$ cat src/rtl/wp_pkg.sv
package wp_pkg;

  localparam int REG_W = 32;

  // compare type codes
  typedef enum logic [2:0] {
    CMP_EQ = 3'b100,
    CMP_GT = 3'b110,
    CMP_LT = 3'b101
  } cmp_type_e;

  // access direction qualifier codes
  typedef enum logic [1:0] {
    QUAL_ANY   = 2'b00,
    QUAL_READ  = 2'b01,
    QUAL_RSVD  = 2'b10,
    QUAL_WRITE = 2'b11
  } rw_qual_e;

  // combine select codes
  typedef enum logic [1:0] {
    COMB_E    = 2'b00,
    COMB_F    = 2'b01,
    COMB_BOTH = 2'b10,
    COMB_NONE = 2'b11
  } comb_sel_e;

  // register select codes
  localparam logic [1:0] SEL_VAL_E = 2'd0;
  localparam logic [1:0] SEL_VAL_F = 2'd1;
  localparam logic [1:0] SEL_CTL1  = 2'd2;
  localparam logic [1:0] SEL_CTL2  = 2'd3;

  // control word 1 field positions (low bit of each field)
  localparam int CTL1_TYPE_E_LSB = 29;
  localparam int CTL1_TYPE_F_LSB = 26;
  localparam int CTL1_QUAL_E_LSB = 18;
  localparam int CTL1_QUAL_F_LSB = 16;

  // control word 2 field positions
  localparam int CTL2_EN_MAIN = 31;
  localparam int CTL2_EN_MODE = 25;
  localparam int CTL2_EN_AUX  = 1;
  localparam int CTL2_SEL_LSB = 26;

endpackage

$ cat src/rtl/wp_regfile.sv
module wp_regfile
  import wp_pkg::*;
(
  input  logic             clk,
  input  logic             rst_n,
  input  logic             we,
  input  logic [1:0]       sel,
  input  logic [REG_W-1:0] wdata,
  output logic [REG_W-1:0] val_e,
  output logic [REG_W-1:0] val_f,
  output logic [REG_W-1:0] ctl1,
  output logic [REG_W-1:0] ctl2
);

  localparam int NREG = 4;

  logic [REG_W-1:0] reg_q [NREG];
  logic [NREG-1:0]  reg_en;

  // per-register clock enables
  always_comb begin
    for (int i = 0; i < NREG; i++) begin
      reg_en[i] = we && (sel == i[1:0]);
    end
  end

  for (genvar g = 0; g < NREG; g++) begin : g_reg
    always_ff @(posedge clk or negedge rst_n) begin
      if (!rst_n) begin
        reg_q[g] <= '0;
      end else if (reg_en[g]) begin
        reg_q[g] <= wdata;
      end
    end
  end

  assign val_e = reg_q[SEL_VAL_E];
  assign val_f = reg_q[SEL_VAL_F];
  assign ctl1  = reg_q[SEL_CTL1];
  assign ctl2  = reg_q[SEL_CTL2];

endmodule

$ cat src/rtl/wp_comparator.sv
module wp_comparator
  import wp_pkg::*;
#(
  parameter int ADDR_W = 32
) (
  input  logic [ADDR_W-1:0] value,
  input  logic [2:0]        ctype,
  input  logic [1:0]        qual,
  input  logic [ADDR_W-1:0] addr,
  input  logic              is_write,
  output logic              match
);

  logic addr_ok;
  logic dir_ok;

  // unsigned address test; unknown codes never match
  always_comb begin
    case (ctype)
      CMP_EQ:  addr_ok = (addr == value);
      CMP_GT:  addr_ok = (addr >  value);
      CMP_LT:  addr_ok = (addr <  value);
      default: addr_ok = 1'b0;
    endcase
  end

  always_comb begin
    case (qual)
      QUAL_ANY:   dir_ok = 1'b1;
      QUAL_READ:  dir_ok = !is_write;
      QUAL_WRITE: dir_ok = is_write;
      default:    dir_ok = 1'b0;
    endcase
  end

  assign match = addr_ok && dir_ok;

endmodule

$ cat src/rtl/wp_hit_stage.sv
module wp_hit_stage
  import wp_pkg::*;
#(
  parameter int ADDR_W = 32
) (
  input  logic              clk,
  input  logic              rst_n,
  input  logic              match_e,
  input  logic              match_f,
  input  logic [1:0]        comb_sel,
  input  logic              armed,
  input  logic              acc_valid,
  input  logic [ADDR_W-1:0] acc_addr,
  output logic              hit,
  output logic [ADDR_W-1:0] hit_addr
);

  logic              combined;
  logic              hit_d;
  logic              hit_q;
  logic              cap_en;
  logic [ADDR_W-1:0] cap_d;
  logic [ADDR_W-1:0] cap_q;

  always_comb begin
    case (comb_sel)
      COMB_E:    combined = match_e;
      COMB_F:    combined = match_f;
      COMB_BOTH: combined = match_e && match_f;
      default:   combined = 1'b0;
    endcase
  end

  // next state
  always_comb begin
    hit_d  = acc_valid && armed && combined;
    cap_en = hit_d;
    cap_d  = acc_addr;
  end

  // pulse register, updated every cycle
  always_ff @(posedge clk or negedge rst_n) begin
    if (!rst_n) begin
      hit_q <= 1'b0;
    end else begin
      hit_q <= hit_d;
    end
  end

  // capture register, loaded only on a hit
  always_ff @(posedge clk or negedge rst_n) begin
    if (!rst_n) begin
      cap_q <= '0;
    end else if (cap_en) begin
      cap_q <= cap_d;
    end
  end

  assign hit      = hit_q;
  assign hit_addr = cap_q;

endmodule

$ cat src/rtl/watchpoint_unit.sv
module watchpoint_unit
  import wp_pkg::*;
#(
  // access address width; must not exceed the 32-bit register width
  parameter int ADDR_W = 32
) (
  input  logic              clk,
  input  logic              rst_n,
  input  logic              reg_we,
  input  logic [1:0]        reg_sel,
  input  logic [REG_W-1:0]  reg_wdata,
  input  logic              acc_valid,
  input  logic [ADDR_W-1:0] acc_addr,
  input  logic              acc_write,
  output logic              hit,
  output logic [ADDR_W-1:0] hit_addr
);

  localparam int NCMP = 2;

  logic [REG_W-1:0]  val_e_q;
  logic [REG_W-1:0]  val_f_q;
  logic [REG_W-1:0]  ctl1_q;
  logic [REG_W-1:0]  ctl2_q;

  logic [ADDR_W-1:0] cmp_val   [NCMP];
  logic [2:0]        cmp_type  [NCMP];
  logic [1:0]        cmp_qual  [NCMP];
  logic [NCMP-1:0]   cmp_match;
  logic              armed;

  wp_regfile u_regs (
    .clk   (clk),
    .rst_n (rst_n),
    .we    (reg_we),
    .sel   (reg_sel),
    .wdata (reg_wdata),
    .val_e (val_e_q),
    .val_f (val_f_q),
    .ctl1  (ctl1_q),
    .ctl2  (ctl2_q)
  );

  // field extraction: index 0 is comparator E, index 1 is comparator F
  assign cmp_val[0]  = val_e_q[ADDR_W-1:0];
  assign cmp_val[1]  = val_f_q[ADDR_W-1:0];
  assign cmp_type[0] = ctl1_q[CTL1_TYPE_E_LSB +: 3];
  assign cmp_type[1] = ctl1_q[CTL1_TYPE_F_LSB +: 3];
  assign cmp_qual[0] = ctl1_q[CTL1_QUAL_E_LSB +: 2];
  assign cmp_qual[1] = ctl1_q[CTL1_QUAL_F_LSB +: 2];

  for (genvar g = 0; g < NCMP; g++) begin : g_cmp
    wp_comparator #(.ADDR_W(ADDR_W)) u_cmp (
      .value    (cmp_val[g]),
      .ctype    (cmp_type[g]),
      .qual     (cmp_qual[g]),
      .addr     (acc_addr),
      .is_write (acc_write),
      .match    (cmp_match[g])
    );
  end

  assign armed = ctl2_q[CTL2_EN_MAIN] && ctl2_q[CTL2_EN_MODE] && ctl2_q[CTL2_EN_AUX];

  wp_hit_stage #(.ADDR_W(ADDR_W)) u_hit (
    .clk       (clk),
    .rst_n     (rst_n),
    .match_e   (cmp_match[0]),
    .match_f   (cmp_match[1]),
    .comb_sel  (ctl2_q[CTL2_SEL_LSB +: 2]),
    .armed     (armed),
    .acc_valid (acc_valid),
    .acc_addr  (acc_addr),
    .hit       (hit),
    .hit_addr  (hit_addr)
  );

endmodule

$ cat config.mk
export PLATFORM = sky130hd
export DESIGN_NAME = watchpoint_unit
export DESIGN_NICKNAME = d
export VERILOG_FILES = /design/src/rtl/wp_pkg.sv /design/src/rtl/wp_regfile.sv /design/src/rtl/wp_comparator.sv /design/src/rtl/wp_hit_stage.sv /design/src/rtl/watchpoint_unit.sv
export SDC_FILE = /design/constraint.sdc
export NUM_CORES = 1
export LEC_CHECK = 0
export BUFFER_PORTS_ARGS = -buffer_cell sky130_fd_sc_hd__buf_2
export CELL_PAD_IN_SITES_DETAIL_PLACEMENT = 1
export CELL_PAD_IN_SITES_GLOBAL_PLACEMENT = 1
export CORE_ASPECT_RATIO = 2
export CORE_MARGIN = 1
export CORE_UTILIZATION = 40
export CTS_BUF_LIST = sky130_fd_sc_hd__clkbuf_16
export CTS_CLUSTER_SIZE = 24
export DETAILED_ROUTE_END_ITERATION = 10
export GPL_TIMING_DRIVEN = 1
export PLACE_DENSITY_LB_ADDON = 0.15
export SLEW_MARGIN = 20
export SYNTH_ARGS = -nofsm -noshare
export SYNTH_HDL_FRONTEND = slang
export SYNTH_SLANG_ARGS = --single-unit
$ cat constraint.sdc
create_clock -name clk -period 7.1 [get_ports clk]
set_input_delay 0.355 -clock clk [delete_from_list [all_inputs] [get_ports clk]]
set_output_delay 0.355 -clock clk [all_outputs]
set_load 0.05 [all_outputs]
# Yosys cells after proc, flatten, opt, wreduce, memory -nomap -nowiden
# Cells that the tools add are included.
[op_classes]
magnitude_cmp = 4
mux = 5
eq_ne = 17
reduce_logical = 16
[op_table]
columns = ["cell", "count"]
rows = [
  ["$eq A32 B32 Y1", 2],
  ["$gt A32 B32 Y1", 2],
  ["$lt A32 B32 Y1", 2],
  ["$eq A3 B3 Y1 const B", 6],
  ["$pmux W1 S3", 5],
  ["$logic_and A1 B1 Y1", 11],
  ["$eq A2 B2 Y1 const B", 5],
  ["$eq A2 B1 Y1 const B", 4],
  ["$logic_not A2 Y1", 4],
  ["$logic_not A1 Y1", 1],
]
[word_totals]
wordCells = 48
ff_bits = 161
output_inout_bits = 33
inputBits = 71

# Logic depth before layout (Yosys ltp)
[depth]
ltp_word = 6
ltp_mapped = 13
ltp_nobuf = 12

# Cells and area by module
# Synthesis repeated with hierarchy kept, for this count alone.
[hier_totals]
hier_cells = 586
hier_area_um2 = 7995.2
[by_module_without_submodules]
columns = ["module", "area_each_um2", "cells_each", "n_inst", "seq_area_each_um2"]
rows = [
  ["wp_regfile", 4744.6, 272, 1, 3203.1],
  ["wp_comparator", 918.4, 119, 2, 0.0],
  ["wp_hit_stage", 1407.6, 75, 1, 825.8],
  ["watchpoint_unit", 6.3, 1, 1, 0.0],
]

# Least setup slack after synthesis
# OpenSTA, ideal clock, no wires.
[synth_timing]
path_type = "input to register"
startpoint = "input port acc_addr[30]"
endpoint = "register u_hit.cap_q[10], in the netlist u_hit.hit_addr[10]"
path_buffers = 1
t_arrival_ps = 2729
setup_slack_ps = 4246
required_time_ps = 6975
stages = 11
setup_time_ps = 125
path_cell_list = "ha_1 -> and4_2 -> nand4_1 -> nor4_1 -> a21oi_2 -> mux2i_1 -> a21oi_1 -> nand3_1 -> a21oi_4 -> buf_6 -> mux2_4"
[synth_via]
elab_chain_len = 6
elab_cells_between_ends = 13
cone_classes = "4 x order compare; 2 x eq/ne; 3 x mux; 4 x reduce/logical"
[synth_lines]
columns = ["item", "line_no", "source"]
rows = [
  ["start, declared", "watchpoint_unit.sv:13", "input logic [ADDR_W-1:0] acc_addr,"],
  ["$lt A32 B32 Y1 (tied with other cells)", "wp_comparator.sv:22", "CMP_LT: addr_ok = (addr < value);"],
  ["$pmux W1 S3", "wp_comparator.sv:19", "case (ctype)"],
  ["$logic_and A1 B1 Y1", "wp_comparator.sv:36", "assign match = addr_ok && dir_ok;"],
  ["$logic_and A1 B1 Y1", "wp_hit_stage.sv:29", "COMB_BOTH: combined = match_e && match_f;"],
  ["$pmux W1 S3 *", "wp_hit_stage.sv:26", "case (comb_sel)"],
  ["$logic_and A1 B1 Y1 *", "wp_hit_stage.sv:36", "hit_d = acc_valid && armed && combined;"],
  ["end signal, assigned", "wp_hit_stage.sv:55", "cap_q <= cap_d;"],
  ["end, declared", "wp_hit_stage.sv:23", "logic [ADDR_W-1:0] cap_q;"],
]
# Mark *: on every way between the ends. The rest lies on a longest branch, timed or not.
# A chain may end at the register's enable or synchronous reset.

# Worst setup path in the final report
[layout_timing]
startpoint = "register u_regs.reg_q, in the netlist u_regs.val_f[30]"
endpoint = "register u_hit.cap_q[18], in the netlist u_hit.hit_addr[18]"
[layout_via]
elab_chain_len = 6
elab_cells_between_ends = 8
cone_classes = "2 x order compare; 1 x eq/ne; 2 x mux; 3 x reduce/logical"
[layout_lines]
columns = ["item", "line_no", "source"]
rows = [
  ["start, declared", "wp_regfile.sv:17", "logic [REG_W-1:0] reg_q [NREG];"],
  ["start signal, assigned by index", "wp_regfile.sv:32", "reg_q[g] <= wdata;"],
  ["$lt A32 B32 Y1 (tied with other cells)", "wp_comparator.sv:22", ""],
  ["$pmux W1 S3 *", "wp_comparator.sv:19", ""],
  ["$logic_and A1 B1 Y1 *", "wp_comparator.sv:36", ""],
  ["$logic_and A1 B1 Y1", "wp_hit_stage.sv:29", ""],
  ["$pmux W1 S3 *", "wp_hit_stage.sv:26", ""],
  ["$logic_and A1 B1 Y1 *", "wp_hit_stage.sv:36", ""],
]
# Marked as above.

==> Flow_metrics.wiki <==
{| class="wikitable"
! Metric !! Value
|-
| Area of the multi-input gates || 0.00281 mm²
|-
| Worst setup SP type || register
|-
| Main synth FF type || dfrtp_1
|-
| Root buffer cell || clkbuf_16
|-
| Hold Violations, Final || 0
|-
| Global-route wire length before repair || 24400 µm
|-
| Via density || 5.17
|-
| Portion of synthesized cell area occupied by the leading cell type || 47.2%
|-
| Critical path's largest stage delay || 0.66 ns
|-
| Synth top area cells || dfrtp_1 (47%), ha_1 (13%), mux2_2 (9.7%)
|-
| Global route overflow || 0
|-
| Worst hold-check path type || in2async
|-
| Number of distinct library cell variants in the gate-level netlist after synthesis || 39
|-
| Number of post-CTS setup repair buffers || 0
|-
| Overall via count from detail_route || 4264
|-
| Most frequent cell after synthesis || dfrtp_1
|-
| IO Port Bufs || 103
|-
| Asr flop ratio synth || 100%
|-
| YS warnings || 0
|-
| Final slew viol count || 0
|-
| Unrepaired setup endpoints after global routing || no
|-
| Post-route design area || 0.00698 mm²
|-
| Crit Path Category || reg2reg
|-
| Critical path required time || 7.34 ns
|-
| Quantity of gates resized following cts || 0
|-
| Endpoint type of the worst setup path || register
|-
| Average size of a mapped cell || 11.4 µm²
|-
| Worst slew pin tran || 0.792 ns
|-
| Leading cell types by count after synthesis || dfrtp_1 (112), inv_1 (69), ha_1 (64)
|-
| TritonCTS clock tree || built
|-
| Number of global-route vias before repair || 4908
|-
| Synthesized instance count || 523
|-
| Achievable Freq || 259 MHz
|-
| Smallest hold slack || 0.0848 ns
|-
| Critical-path maximum fanout || 24
|-
| Clk_lat worst skew || 0.35 ns
|-
| Number of antenna violations at the first check in global routing || 0
|-
| Overall die width || 88.2 µm
|-
| DRT antenna net count || 0
|-
| Synthesized area || 0.00594 mm²
|-
| Number of ports placed on the die boundary || 104
|-
| Sequential share of the synthesized area || 47.2%
|-
| H-tree levels || 3
|-
| Fill cell count || 1644
|-
| Top cell family by delay on the critical path || simple AND/OR/NAND/NOR gates
|-
| Routed len/inst || 18.0 µm
|-
| Hold buffers post-CTS || 0
|-
| Number of maximum-capacitance constraint violations || 0
|-
| Layout Area Growth over Synthesis || 17.5%
|-
| DRC violation count after routing || 0
|-
| Max_slew headroom || 47.2%
|-
| Share of post-route cells with drive strength above 1 || 33.2%
|-
| Crit path setup slack, layout || 3.24 ns
|-
| Die boundary height || 174 µm
|-
| Share of the clock period used by the worst path after layout || 54.3%
|-
| Number of diodes || 0
|-
| Row Count || 62
|-
| Total placed instance area || 0.00666 mm²
|-
| Die area || 0.0154 mm²
|-
| DRC marker count from the first detailed-route iteration || 101
|-
| Number of synthesized register bits || 112
|-
| Reg clk slew, reported paths || 0.08 ns
|-
| Maximum number of pins on one net before global-route repair || 64
|-
| Post-synthesis net count || 658
|-
| Routed wire length || 14800 µm
|-
| Place WS || 3.12 ns
|-
| Cell with the largest stage delay on the worst path || nor4_1
|-
| Final #Nets || 763
|-
| Setup-violating endpoint count in the final report || 0
|-
| Post-Route Skew || 0.0106 ns
|-
| Number of buffers on the longest clock path || 2
|-
| TNS Setup || 0 ns
|-
| Register area || 0.00280 mm²
|-
| Worst IR drop on VDD || 0.145 mV
|-
| Leakage power summed over all cells || 3.54 nW
|-
| Crit path cell chain || inv_1 -> ha_1 -> and4_2 -> nand4_1 -> nor4_1 -> a21oi_2 -> mux2i_1 -> a21oi_1 -> nand3_1 -> a21oi_4 -> buf_4 -> mux2_4
|-
| Number of enable-type register cells in the synthesized netlist || 0
|-
| Total number of clock tree sinks || 112
|-
| GRT Util Overall || 21.3%
|-
| Outcome || completed
|-
| TritonRoute pass-1 iters || 4
|-
| Arrival time of the worst setup path || 4.10 ns
|-
| Initial cell density of the core || 41.2%
|-
| Placeable Area || 0.0144 mm²
|-
| RePlAce Congestion || 0.803
|-
| Largest area contributor in the synthesized netlist || dfrtp_1
|-
| Ratio of total power to cell area || 263 mW/mm²
|-
| Crit path time final || 3.86 ns
|-
| Worst path buffer plus inverter count || 2
|-
| Clock buffer count from CTS || 9
|-
| Total chip power || 1.83 mW
|-
| DP Wirelength || 11400 µm
|}
power breakdown:
part | switching [mW] | total (mW) | internal, mW
sequential | 0.0501 | 0.790 | 0.740
clock | 0.242 | 0.553 | 0.311
combinational | 0.291 | 0.492 | 0.201
metrics by stage:
step / util [%] / std cells
after floorplan: - / 523
after global placement: 46.2 / 809
after detailed placement: 46.2 / 809
after CTS: 48.4 / 825
after global routing: 48.4 / 825
final: 48.4 / 825
cells in the final DEF (no fill, tap or decap), types with 2 or more instances in the layout:
cell / n
o21ai_0: 41
clkbuf_16: 9
dfrtp_1: 112
nor2b_1: 4
mux2_2: 51
ha_1: 64
nand2_1: 49
clkinv_4: 2
buf_4: 5
inv_1: 70
nand3b_1: 2
nand4_1: 15
mux2_4: 29
a21oi_1: 29
nor3_1: 3
o211ai_1: 5
bufinv_16: 2
nor2_1: 4
nand3_1: 8
buf_2: 102
a221oi_1: 3
nor4_1: 3
routing by layer:
| metal | routed length (µm) | up-vias | GRT usage (%) |
|---|---|---|---|
| met5 | 0 | - | 0 |
| met4 | 407 | 0 | 7.86 |
| met3 | 395 | 26 | 2.94 |
| met2 | 8860 | 79 | 41.7 |
| met1 | 5160 | 2139 | 21.5 |
| li1 | - | 2020 | - |
cell families after synthesis:
kind of cell    synth area share (%)
compound gates                  8.78
fa+ha+maj                       13.5
mux                             17.2
simple gates                    7.67
xor+xnor                       0.147
buf+inv                         5.56
flops                           47.2
state kept, by name, indices dropped and copies added, names as in the netlist:
signal,cells
u_regs.ctl1,10
u_hit.hit,1
u_regs.val_f,32
u_hit.hit_addr,32
u_regs.val_e,32
u_regs.ctl2,5
path summary, 6_finish.rpt:
| kind | start | endpoint | slack, ns | depth (start not counted) |
|---|---|---|---|---|
| max | u_regs.val_f[30] | u_hit.hit_addr[18] | 3.24 | 12 |
| min | rst_n | u_hit.hit_addr[19] | 0.08 | 1 |
| max reg2reg | u_regs.val_f[30] | u_hit.hit_addr[18] | 3.24 | 12 |
| min reg2reg | u_regs.val_f[12] | u_regs.val_f[12] | 0.51 | 1 |
| max in group asynchronous | rst_n | u_regs.ctl1[17] | 5.81 | 2 |
| min in group clk | reg_wdata[3] | u_regs.val_e[3] | 0.22 | 3 |
layout make-up:
type,instances,share of cell area [%]
inverters,69,3.71
well taps,192,3.44
flip-flops and latches,112,40.1
clock buffers,9,3.23
multi-input cells,329,40.3
clock inverters,7,1.36
repair buffers,107,7.85
Power figures use the tool's default switching activity.
